File: config.mk
export PLATFORM = sky130hd
export DESIGN_NAME = page_perm_eval
export DESIGN_NICKNAME = d
export VERILOG_FILES = /design/src/rtl/perm_pkg.sv /design/src/rtl/perm_pp_table.sv /design/src/rtl/perm_auth_mask.sv /design/src/rtl/perm_fault_encode.sv /design/src/rtl/page_perm_eval.sv
export SDC_FILE = /design/constraint.sdc
export NUM_CORES = 1
export LEC_CHECK = 0
export ABC_CLOCK_PERIOD_IN_PS = 4100
export BUFFER_PORTS_ARGS = -buffer_cell sky130_fd_sc_hd__buf_2
export CELL_PAD_IN_SITES_DETAIL_PLACEMENT = 1
export CELL_PAD_IN_SITES_GLOBAL_PLACEMENT = 1
export CORE_AREA = 2 2 81 99
export DETAILED_ROUTE_END_ITERATION = 8
export DIE_AREA = 0 0 83 101
export PLACE_DENSITY_LB_ADDON = 0.1
export SLEW_MARGIN = 15
export SYNTH_ARGS = -nofsm -noshare
export SYNTH_HDL_FRONTEND = slang
export SYNTH_SLANG_ARGS = --single-unit
File: constraint.sdc
create_clock -name clk -period 4.1 [get_ports clk]
set_clock_uncertainty 0.15 [all_clocks]
set_input_delay 0.615 -clock clk [delete_from_list [all_inputs] [get_ports clk]]
set_output_delay 0.615 -clock clk [all_outputs]
set_load 0.01 [all_outputs]
File: src/rtl/perm_pkg.sv
package perm_pkg;
  localparam int RT_R = 0;
  localparam int RT_W = 1;
  localparam int RT_X = 2;

  typedef enum logic [1:0] {
    ACC_FETCH = 2'd0,
    ACC_LOAD  = 2'd1,
    ACC_STORE = 2'd2,
    ACC_ALT   = 2'd3
  } acc_e;

  typedef struct packed {
    logic [2:0] tbl;
    logic [2:0] nxg;
    logic [2:0] msk;
  } rights_set_t;
endpackage

File: src/rtl/perm_pp_table.sv
module perm_pp_table (
  input  logic       key,
  input  logic [2:0] code,
  output logic [2:0] rt
);
  always_comb begin
    rt = 3'b000;
    if (!key) begin
      unique case (code)
        3'd0, 3'd1, 3'd2: rt = 3'b111;
        3'd3, 3'd6:       rt = 3'b101;
        default:          rt = 3'b000;
      endcase
    end else begin
      unique case (code)
        3'd2:       rt = 3'b111;
        3'd1, 3'd3: rt = 3'b101;
        default:    rt = 3'b000;
      endcase
    end
  end


  always_comb begin
    write_has_read_chk: assert (!(rt[1] && !rt[0]));
  end
endmodule

File: src/rtl/perm_auth_mask.sv
module perm_auth_mask #(
  parameter int NUM_KEYS = 32,
  localparam int KEY_W  = $clog2(NUM_KEYS),
  localparam int MASK_W = 2 * NUM_KEYS
) (
  input  logic [MASK_W-1:0] data_mask,
  input  logic [MASK_W-1:0] instr_mask,
  input  logic [KEY_W-1:0]  key,
  input  logic [1:0]        feat_lvl,
  output logic [2:0]        rt
);
  logic [1:0] dpair [NUM_KEYS];
  logic [1:0] ipair [NUM_KEYS];

  for (genvar g = 0; g < NUM_KEYS; g++) begin : g_pair
    assign dpair[g] = data_mask[2*(NUM_KEYS-1-g) +: 2];
    assign ipair[g] = instr_mask[2*(NUM_KEYS-1-g) +: 2];
  end

  logic [1:0] dsel, isel;
  assign dsel = dpair[key];
  assign isel = ipair[key];

  always_comb begin
    rt = 3'b111;
    if (feat_lvl != 2'd0) begin
      if (dsel[1]) rt[1] = 1'b0;
      if (dsel[0]) rt[0] = 1'b0;
    end
    if (feat_lvl[1] && isel[0]) rt[2] = 1'b0;
  end
endmodule

File: src/rtl/perm_fault_encode.sv
module perm_fault_encode
  import perm_pkg::*;
(
  input  acc_e        acc,
  input  rights_set_t rs,
  output logic [2:0]  rt,
  output logic        grant,
  output logic [2:0]  icause,
  output logic [2:0]  dcause
);
  logic [2:0] need;

  always_comb begin
    unique case (acc)
      ACC_FETCH: need = 3'b100;
      ACC_STORE: need = 3'b010;
      default:   need = 3'b001;
    endcase
  end

  assign rt    = rs.tbl & rs.nxg & rs.msk;
  assign grant = ((need & ~rt) == 3'b000);

  always_comb begin
    icause = 3'b000;
    dcause = 3'b000;
    if (!grant) begin
      if (acc == ACC_FETCH) begin
        icause[0] = !rs.nxg[RT_X];
        icause[1] = rs.nxg[RT_X] && !rs.tbl[RT_X];
        icause[2] = !rs.msk[RT_X];
      end else begin
        dcause[0] = |(need & ~rs.tbl);
        dcause[1] = (acc == ACC_STORE);
        dcause[2] = |(need & ~rs.msk);
      end
    end
  end
endmodule

File: src/rtl/page_perm_eval.sv
module page_perm_eval
  import perm_pkg::*;
#(
  parameter int NUM_KEYS = 32,
  parameter int PTE_W    = 64,
  localparam int KEY_W   = $clog2(NUM_KEYS),
  localparam int MASK_W  = 2 * NUM_KEYS,
  localparam int KEY_LSB = 4,
  localparam int PPHI_BIT = PTE_W - 1
) (
  input  logic              clk,
  input  logic              rst,
  input  logic              req_vld,
  input  logic [1:0]        acc_type,
  input  logic              priv,
  input  logic              seg_key_user,
  input  logic              seg_key_sup,
  input  logic [PTE_W-1:0]  pte_word,
  input  logic [MASK_W-1:0] data_mask,
  input  logic [MASK_W-1:0] instr_mask,
  input  logic [1:0]        feat_lvl,
  output logic              rsp_vld,
  output logic [2:0]        rights,
  output logic              grant,
  output logic [2:0]        ifault_cause,
  output logic [2:0]        dfault_cause
);
  logic              seg_key;
  logic [2:0]        code;
  logic [KEY_W-1:0]  pg_key;
  rights_set_t       rs;
  logic [2:0]        rt_c, icause_c, dcause_c;
  logic              grant_c;

  assign seg_key = priv ? seg_key_sup : seg_key_user;
  assign code    = {pte_word[PPHI_BIT], pte_word[1:0]};
  assign pg_key  = pte_word[KEY_LSB +: KEY_W];
  assign rs.nxg  = (pte_word[2] || pte_word[3]) ? 3'b011 : 3'b111;

  perm_pp_table u_tbl (
    .key  (seg_key),
    .code (code),
    .rt   (rs.tbl)
  );

  perm_auth_mask #(.NUM_KEYS(NUM_KEYS)) u_mask (
    .data_mask  (data_mask),
    .instr_mask (instr_mask),
    .key        (pg_key),
    .feat_lvl   (feat_lvl),
    .rt         (rs.msk)
  );

  perm_fault_encode u_enc (
    .acc    (acc_e'(acc_type)),
    .rs     (rs),
    .rt     (rt_c),
    .grant  (grant_c),
    .icause (icause_c),
    .dcause (dcause_c)
  );

  always_ff @(posedge clk) begin
    if (rst) begin
      rsp_vld      <= 1'b0;
      rights       <= 3'b000;
      grant        <= 1'b0;
      ifault_cause <= 3'b000;
      dfault_cause <= 3'b000;
    end else begin
      rsp_vld      <= req_vld;
      rights       <= req_vld ? rt_c     : 3'b000;
      grant        <= req_vld && grant_c;
      ifault_cause <= req_vld ? icause_c : 3'b000;
      dfault_cause <= req_vld ? dcause_c : 3'b000;
    end
  end


  rsp_follow_chk: assert property (@(posedge clk) disable iff (rst)
    req_vld |=> rsp_vld);

  idle_quiet_chk: assert property (@(posedge clk) disable iff (rst)
    !rsp_vld |-> (rights == 3'b000 && !grant && ifault_cause == 3'b000 && dfault_cause == 3'b000));

  grant_clean_chk: assert property (@(posedge clk) disable iff (rst)
    grant |-> (ifault_cause == 3'b000 && dfault_cause == 3'b000));

  icause_excl_chk: assert property (@(posedge clk) disable iff (rst)
    $onehot0(ifault_cause[1:0]));

  store_denied_chk: assert property (@(posedge clk) disable iff (rst)
    dfault_cause[1] |-> (!grant && ifault_cause == 3'b000));
endmodule

==> results_dict.tcl, run 1 <==
set metrics [dict create \
    outcome "complete, no violations" \
    drc 0 \
    grt_usage 0.117 \
    netlist_instances 146 \
    synth-edff-count 0 \
    total_power_w 0.000385 \
    rows 35 \
    ir_drop_v 0.000113 \
    synthFlopType "dfxtp_1" \
    die_h_um 101 \
    core-area_mm2 0.00749 \
    pwr-share-comb 0.441 \
    dr_total_vias 1626 \
    seq_area_frac_synth 0.160 \
    crit_path_max_fanout 20 \
    globalplace.congestion 0.791 \
    routed_wirelength_um 5050 \
    switching_share 0.295 \
    final_nets 470 \
    clk_pin_slew_worst_paths_ns 0.05 \
    crit_type "in2reg" \
    syn2layout_area_growth_pct 52.0 \
    antenna_found_initial 0 \
    cts.sinks 11 \
    end_kind "flop" \
    p_int_w 0.000272 \
    dr.pass1.iters 4 \
    power_density_mw_per_mm2 184 \
    grt_pass1_wl_um 8200 \
    worstHoldPathCells 2 \
    hp-class "in2reg" \
    dpl_cell_area_mm2 0.00205 \
    async_reset_ff_frac 0 \
    syn_area_per_cell_um2 9.45 \
    cts_buffers 3 \
    setup_viol 0 \
    grt_pass1_vias 1794 \
    die_area_mm2 0.00838 \
    final_cell_area_mm2 0.00210 \
    fin_setup_tns_ns 0 \
    antenna_left 0 \
    pin_count 213 \
    wl_per_cell_um 14.1 \
    clk_path_buf_depth 2 \
    postCtsSetupBuffers 0 \
    whs_ns 0.470 \
    fmax_ghz 0.374 \
    p_switching_w 0.000114 \
    synth_area_mm2 0.00138 \
    pwr-share-seq 0.290 \
    hold-path-endpoint "rights[2]$_SDFF_PP0_" \
    ctsResizeCount 0 \
    root_buffer "clkbuf_8" \
    startpoint "pte_word[5]" \
    cts_tree "yes" \
    finalCritPeriodShare 0.652 \
    initial_core_util 0.184 \
    viasPerCell 4.53 \
    synth_top_cell_by_area "mux2i_1" \
    ctsHoldBuffers 0 \
    tightest_slew_ns 0.545 \
    post_route_cells_drive_above_1_share 0.532 \
    synth_seq_cells 11 \
    critPathLaunchType "input port" \
    slew_viol_final 0 \
    rsz0062_at_grt "false" \
    place.port_buffers 126 \
    num_antenna_cells 0 \
    die_width_um 83 \
    grt_max_degree 21 \
    htree_levels 1 \
    synth_top_area_frac 0.232 \
    max_slew_margin 0.637 \
    yosysUniqueCellTypes 38 \
    leakage_nw 1.09 \
    clockPowerShare 0.269 \
    ys_top_cells_by_area "mux2i_1 (23%), dfxtp_1 (16%), mux4_2 (8.2%)" \
    grt_overflow 0 \
    max-cap-violations 0 \
    min_from "feat_lvl[1]" \
    period_needed_ns 2.67 \
    yosysWarnings 0 \
    drt_iter0_markers 29 \
    critPathArrivalTime_ns 2.70 \
    hold_violations 0 \
    hpwlAfterDp_um 4390 \
    synth_nets 348 \
    critPathRequiredTime_ns 4.13 \
    fin_ws_ns 1.43 \
    place_ws_ns 1.10 \
]
-- power by group through the flow --
| stage | registers (W) | clock network [W] | logic, W |
|---|---|---|---|
| after CTS | 0.000112 | 0.000108 | 0.000174 |
| after detailed placement | 0.000114 | 0 | 0.000173 |
| after global routing | 0.000112 | 0.000118 | 0.000189 |
| after floorplan | 0.000115 | 0 | 0.0000977 |
| final | 0.000112 | 0.000104 | 0.000170 |
| after global placement | 0.000114 | 0 | 0.000172 |
-- flip-flops by register name, summed over array words and instances, names as in the netlist --
register	flops
grant	1
rights	3
ifault_cause	3
dfault_cause	3
rsp_vld	1
-- critical path, stage by stage --
cell and delay (ns):
buf_2 0.44, buf_4 0.43, mux2i_1 0.24, a22oi_1 0.12
a21oi_1 0.15, a21oi_1 0.10, a211oi_1 0.41, and2_1 0.18
-- metal layers --
| metal | wire length (um) | vias to the layer above | global-route usage | part of all wire |
|---|---|---|---|---|
| met4 | 0 | 0 | 0.0113 | 0 |
| met2 | 2470 | 90 | 0.222 | 0.49 |
| met1 | 2150 | 729 | 0.141 | 0.43 |
| li1 | - | 807 | - | - |
| met5 | 0 | - | 0 | 0 |
| met3 | 427 | 0 | 0.0246 | 0.085 |
-- metrics by stage --
stage               cells  utilization
finish                359        0.280
floorplan             146            -
CTS                   359        0.280
global route          359        0.280
detailed placement    355        0.274
global placement      355        0.274
-- synth_stat cells, types with 3 or more instances --
master / count
nor2b_1: 5
nand2b_1: 4
a21oi_1: 9
dfxtp_1: 11
a22oi_1: 10
nand2_1: 9
mux2i_1: 32
a211oi_1: 3
buf_2: 3
mux4_1: 4
and2_1: 3
nand3_1: 4
inv_1: 4
mux4_2: 5
nor2_1: 9
-- layout by cell type (no fill, tap or decap), types with 3 or more instances in the layout --
cell        n
a211oi_1    3
a21oi_1     9
a22oi_1    10
and2_1      3
buf_2     126
clkbuf_8    3
dfxtp_1    11
inv_1       4
mux2i_1    32
mux4_1      4
mux4_2      5
nand2_1     9
nand2b_1    4
nand3_1     4
nor2_1      9
nor2b_1     5
-- final cells by class --
| type | instances | area, um^2 |
|---|---|---|
| sequential | 11 | 220 |
| clock buffer | 4 | 45.0 |
| fill | 933 | 5390 |
| multi-input combinational | 121 | 1060 |
| inverter | 4 | 15.0 |
| timing repair buffer | 127 | 638 |
| tap | 92 | 115 |
-- worst max-delay path by stage --
stage                                       endpoint  slack (ns)
after floorplan                     grant$_SDFF_PP0_        1.82
after global placement          rights[1]$_SDFF_PP0_        1.10
after detailed placement        rights[1]$_SDFF_PP0_        1.10
after CTS                 dfault_cause[1]$_SDFF_PP0_        1.35
after global routing            rights[1]$_SDFF_PP0_        1.12
final                           rights[1]$_SDFF_PP0_        1.43
-- cells by family after synthesis --
kind of cell	share of synthesized area
DFF	0.160
AOI/OAI and AO/OA	0.178
muxes	0.414
buffers and inverters	0.0689
and+or+nand+nor	0.180
No activity file was read; power rests on OpenSTA's default activity.
==> run 2, diff against run 1 <==
--- a/config.mk
+++ b/config.mk
@@ -5,13 +5,13 @@
 export SDC_FILE = /design/constraint.sdc
 export NUM_CORES = 1
 export LEC_CHECK = 0
-export ABC_CLOCK_PERIOD_IN_PS = 4100
+export ABC_CLOCK_PERIOD_IN_PS = 2140
 export BUFFER_PORTS_ARGS = -buffer_cell sky130_fd_sc_hd__buf_2
 export CELL_PAD_IN_SITES_DETAIL_PLACEMENT = 1
 export CELL_PAD_IN_SITES_GLOBAL_PLACEMENT = 1
-export CORE_AREA = 2 2 81 99
+export CORE_AREA = 2 2 88 107
 export DETAILED_ROUTE_END_ITERATION = 8
-export DIE_AREA = 0 0 83 101
+export DIE_AREA = 0 0 90 109
 export PLACE_DENSITY_LB_ADDON = 0.1
 export SLEW_MARGIN = 15
 export SYNTH_ARGS = -nofsm -noshare
==> constraint.sdc (replaced) <==
create_clock -name clk -period 2.14 [get_ports clk]
set_clock_uncertainty 0.15 [all_clocks]
set_input_delay 0.321 -clock clk [delete_from_list [all_inputs] [get_ports clk]]
set_output_delay 0.321 -clock clk [all_outputs]
set_load 0.01 [all_outputs]
==> run 2 against run 1 <==
  * Count of clock-buffer cells in the layout is the same
  * Sequential power grew 90%
  * Wire length grew 4.9%
  * Critical path depth shrank 2
  * Via count grew 2.1%
  * Global-route usage shrank 1.5 points
  * Worst setup slack lost 1.3 ns
  * Power grew 100%
  * Sequential cell count is the same
  * Largest cell class unchanged
  * First-iteration DRC count shrank 10%
  * Non-clock buffer count grew 15
  * Combinational power grew 110%
==> results_dict.tcl, run 2 (same netlist as run 1, synthesis figures left out) <==
set metrics [dict create \
    max-cap-violations 0 \
    htree_levels 1 \
    viasPerCell 4.13 \
    cts_tree "yes" \
    core-area_mm2 0.00884 \
    grt_pass1_vias 1826 \
    post_route_cells_drive_above_1_share 0.557 \
    crit_path_max_fanout 8 \
    worstHoldPathCells 2 \
    drt_iter0_markers 26 \
    hp-class "in2reg" \
    num_antenna_cells 0 \
    pin_count 213 \
    final_cell_mix "buf_2 (126), mux2i_1 (32), buf_4 (12)" \
    critPathRequiredTime_ns 2.17 \
    crit_family "multiplexers" \
    period_needed_ns 1.96 \
    critPathArrivalTime_ns 1.99 \
    ctsResizeCount 0 \
    drc 0 \
    clk_path_buf_depth 2 \
    antenna_left 0 \
    fillers 1099 \
    grt_overflow 0 \
    max_slew_margin 0.746 \
    dp_cells 398 \
    end_kind "flop" \
    antenna_found_initial 0 \
    initial_core_util 0.156 \
    final_nets 485 \
    cts_buffers 3 \
    hpwlAfterDp_um 4840 \
    rows 38 \
    root_buffer "clkbuf_8" \
    reg_top3 "dfault_cause x3, ifault_cause x3, rights x3" \
    die_width_um 90 \
    place.port_buffers 126 \
    critPathLaunchType "input port" \
    fin_setup_tns_ns 0 \
    grt_pass1_wl_um 8290 \
    finalCritPeriodShare 0.918 \
    dr_total_vias 1660 \
    fin_cells 402 \
    ctsHoldBuffers 0 \
    fmax_ghz 0.509 \
    die_h_um 109 \
    cp_cell_sequence "buf_2 -> mux4_1 -> mux2_2 -> o311ai_4 -> nor3b_2 -> o22a_1" \
    setup_viol 0 \
    cpPeakStageDelay_ns 0.58 \
    outcome "complete, no violations" \
    tightest_slew_ns 0.379 \
    mostFrequentLayoutCell "buf_2" \
    power_density_mw_per_mm2 340 \
    postCtsSetupBuffers 0 \
    leakage_nw 1.18 \
    die_area_mm2 0.00981 \
    grt_max_degree 17 \
    globalplace.congestion 0.693 \
    whs_ns 0.178 \
    dr.pass1.iters 4 \
    grt_usage 0.103 \
    cts.sinks 11 \
    cp_num_buf_inv 1 \
    ir_drop_v 0.000123 \
    syn2layout_area_growth_pct 66.4 \
    rsz0062_at_grt "false" \
    wl_per_cell_um 13.2 \
    crit_type "in2reg" \
    slew_viol_final 0 \
    routed_wirelength_um 5300 \
    min_from "feat_lvl[1]" \
    crit_slowest_cell "mux4_1" \
    hold-path-endpoint "rights[2]$_SDFF_PP0_" \
    hold_violations 0 \
    clk_pin_slew_worst_paths_ns 0.05 \
]
## run 2: through the flow
| stage | utilization | worst slack, ns | cell area [um^2] | total power, W |
|---|---|---|---|---|
| floorplan | - | 0.153 | 1380 | 0.000408 |
| global placement | 0.255 | -0.110 | 2250 | 0.000586 |
| detailed placement | 0.255 | -0.112 | 2250 | 0.000590 |
| CTS | 0.260 | 0.133 | 2300 | 0.000797 |
| global route | 0.260 | 0.0468 | 2300 | 0.000838 |
| finish | 0.260 | 0.176 | 2300 | 0.000780 |
## run 2: metal layers
metal / wire [um] / track usage / up-vias
li1: - / - / 839
met1: 2060 / 0.116 / 746
met2: 2830 / 0.205 / 73
met3: 393 / 0.0200 / 2
met4: 18 / 0.0132 / 0
met5: 0 / 0 / -
## run 2: layout make-up
type / instances / area (um^2) / area share
well taps: 120 / 150 / 0.0654
clock buffers: 4 / 45.0 / 0.0196
repair buffers: 142 / 801 / 0.349
multi-input cells: 121 / 1060 / 0.464
flip-flops and latches: 11 / 220 / 0.0959
inverters: 4 / 15.0 / 0.00654
## run 2: how the worst max path moves through the flow
stage,from,end,cells after the start
CTS,pte_word[5],rights[1]$_SDFF_PP0_,6
global route,pte_word[5],rights[1]$_SDFF_PP0_,6
global placement,pte_word[4],grant$_SDFF_PP0_,6
detailed placement,pte_word[5],rights[1]$_SDFF_PP0_,6
finish,pte_word[4],grant$_SDFF_PP0_,6
floorplan,pte_word[4],grant$_SDFF_PP0_,6
## run 2: report_power, final
group	internal (W)	total (W)	switching, W	leakage (nW)
logic	0.000208	0.000362	0.000154	1.06
clock network	0.000130	0.000204	0.0000739	0.0228
registers	0.000212	0.000213	0.00000127	0.0895
total	0.000551	0.000780	0.000229	1.18
==> run 3, diff against run 2 <==
--- a/config.mk
+++ b/config.mk
@@ -6,12 +6,12 @@
 export NUM_CORES = 1
 export LEC_CHECK = 0
 export ABC_CLOCK_PERIOD_IN_PS = 2140
-export BUFFER_PORTS_ARGS = -buffer_cell sky130_fd_sc_hd__buf_2
 export CELL_PAD_IN_SITES_DETAIL_PLACEMENT = 1
 export CELL_PAD_IN_SITES_GLOBAL_PLACEMENT = 1
-export CORE_AREA = 2 2 88 107
+export CORE_AREA = 2 2 82 84
 export DETAILED_ROUTE_END_ITERATION = 8
-export DIE_AREA = 0 0 90 109
+export DIE_AREA = 0 0 84 86
+export DONT_BUFFER_PORTS = 1
 export PLACE_DENSITY_LB_ADDON = 0.1
 export SLEW_MARGIN = 15
 export SYNTH_ARGS = -nofsm -noshare
==> run 3 against run 2 <==
  * Clock power barely moved
  * Design area decreased by 36%
  * Maximum frequency up 8.7%
  * Power is 22% lower
  * Utilization is 2.4 points lower
  * First-iteration DRC count down 31%
  * Non-clock buffer count decreased by 138
  * Sequential share of layout area grew 5.3 points
  * Worst hold slack worse by 0.13 ns
  * Critical endpoint is now rights[1]$_SDFF_PP0_
  * Largest cell class unchanged
  * Largest power group is now registers
  * Highest routed layer is now met3
==> results_dict.tcl, run 3 (same netlist as run 1, synthesis figures left out) <==
set metrics [dict create \
    grt_pass1_wl_um 6180 \
    mostFrequentLayoutCell "mux2i_1" \
    critPathArrivalTime_ns 1.84 \
    dr_total_vias 1206 \
    startpoint "pte_word[5]" \
    ir_drop_v 0.000240 \
    final_cell_mix "mux2i_1 (32), dfxtp_1 (11), a22oi_1 (10)" \
    min_from "feat_lvl[1]" \
    period_needed_ns 1.81 \
    hold_violations 0 \
    place.port_buffers 0 \
    grt_pass1_vias 1314 \
    num_antenna_cells 0 \
    antenna_left 0 \
    core-area_mm2 0.00628 \
    pin_count 213 \
    syn2layout_area_growth_pct 7.16 \
    postCtsSetupBuffers 0 \
    power_density_mw_per_mm2 411 \
    critPathLaunchType "input port" \
    max-cap-violations 0 \
    reg_top3 "dfault_cause x3, ifault_cause x3, rights x3" \
    max_slew_margin 0.668 \
    die_width_um 84 \
    clk_path_buf_depth 2 \
    hpwlAfterDp_um 3470 \
    dr.pass1.iters 2 \
    final_nets 347 \
    leakage_nw 0.589 \
    antenna_found_initial 0 \
    die_h_um 86 \
    outcome "complete, no violations" \
    rows 29 \
    met1_length_um 1630 \
    fmax_ghz 0.554 \
    fin_ws_ns 0.333 \
    end_kind "flop" \
    cts_buffers 3 \
    grt_max_degree 40 \
    dpl_cell_area_mm2 0.00140 \
    dr_wl_met2_um 1980 \
    cpPeakStageDelay_ns 0.51 \
    post_route_cells_drive_above_1_share 0.111 \
    globalplace.congestion 0.706 \
    hp-class "in2reg" \
    cts_tree "yes" \
    viasPerCell 5.46 \
    final_util 0.236 \
    cts.sinks 11 \
    die_area_mm2 0.00722 \
    root_buffer "clkbuf_8" \
    crit_path_max_fanout 39 \
    clk_pin_slew_worst_paths_ns 0.05 \
    initial_core_util 0.220 \
    met3_length_um 441 \
    routed_wirelength_um 4050 \
    top_layer_used "met3" \
    htree_levels 1 \
    cp-endpoint "rights[1]$_SDFF_PP0_" \
    whs_ns 0.0516 \
    critPathRequiredTime_ns 2.17 \
    drc 0 \
    final_cell_area_mm2 0.00148 \
    grt_overflow 0 \
    crit_type "in2reg" \
    crit_slowest_cell "mux4_1" \
    setup_viol 0 \
    drt_iter0_markers 18 \
    rsz0062_at_grt "false" \
    wl_per_cell_um 18.3 \
    fin_setup_tns_ns 0 \
    finalCritPeriodShare 0.844 \
    cp_cell_sequence "mux4_1 -> mux2i_1 -> a311oi_2 -> a211oi_1 -> and2_1" \
    place_ws_ns 0.0932 \
    fillers 739 \
    slew_viol_final 0 \
    tightest_slew_ns 0.495 \
    grt_usage 0.104 \
]
run 3: cell types whose count changed in the layout (fill, tap and decap cells not counted):
cell and change:
buf_12 -4, buf_2 -126, buf_4 -11, dlygate4sd3_1 +3
run 3: how the worst min path moves through the flow:
stage               cells past startpoint                          to
detailed placement                      1  dfault_cause[1]$_SDFF_PP0_
floorplan                               1  dfault_cause[1]$_SDFF_PP0_
CTS                                     1  ifault_cause[0]$_SDFF_PP0_
global placement                        1  dfault_cause[1]$_SDFF_PP0_
finish                                  1        rights[2]$_SDFF_PP0_
global route                            1        rights[2]$_SDFF_PP0_
run 3: what timing repair did:
item	4_1_cts	5_1_grt
hold buffers	1	2
resized for setup	0	0
endpoints found under the hold margin	1	1
run 3: layout make-up:
cell class,instances,area (um^2),area share
inverters,4,15.0,0.0102
repair buffers,4,37.5,0.0254
clock buffers,4,45.0,0.0305
multi-input cells,121,1060,0.720
well taps,77,96.3,0.0651
flip-flops and latches,11,220,0.149
run 3: where the power goes:
part	leakage [nW]	internal [W]	switching (W)
combinational	0.477	0.000108	0.0000765
sequential	0.0895	0.000212	0.00000592
clock	0.0228	0.000131	0.0000754
run 3: per-layer routing:
metal	track usage	vias up
met5	0	-
met4	0.0132	0
met3	0.0375	0
met2	0.185	80
met1	0.123	561
li1	-	565
run 3: critical path, delay by kind of cell:
kind             cells  cell delay [ns]
multiplexers         2             0.70
AO/OA/AOI/OAI        2             0.61
AND/OR/NAND/NOR      1             0.19
run 3: stage by stage:
step	instances	total power, W
finish	221	0.000608
global route	221	0.000654
CTS	219	0.000619
detailed placement	214	0.000408
global placement	214	0.000403
floorplan	146	0.000408
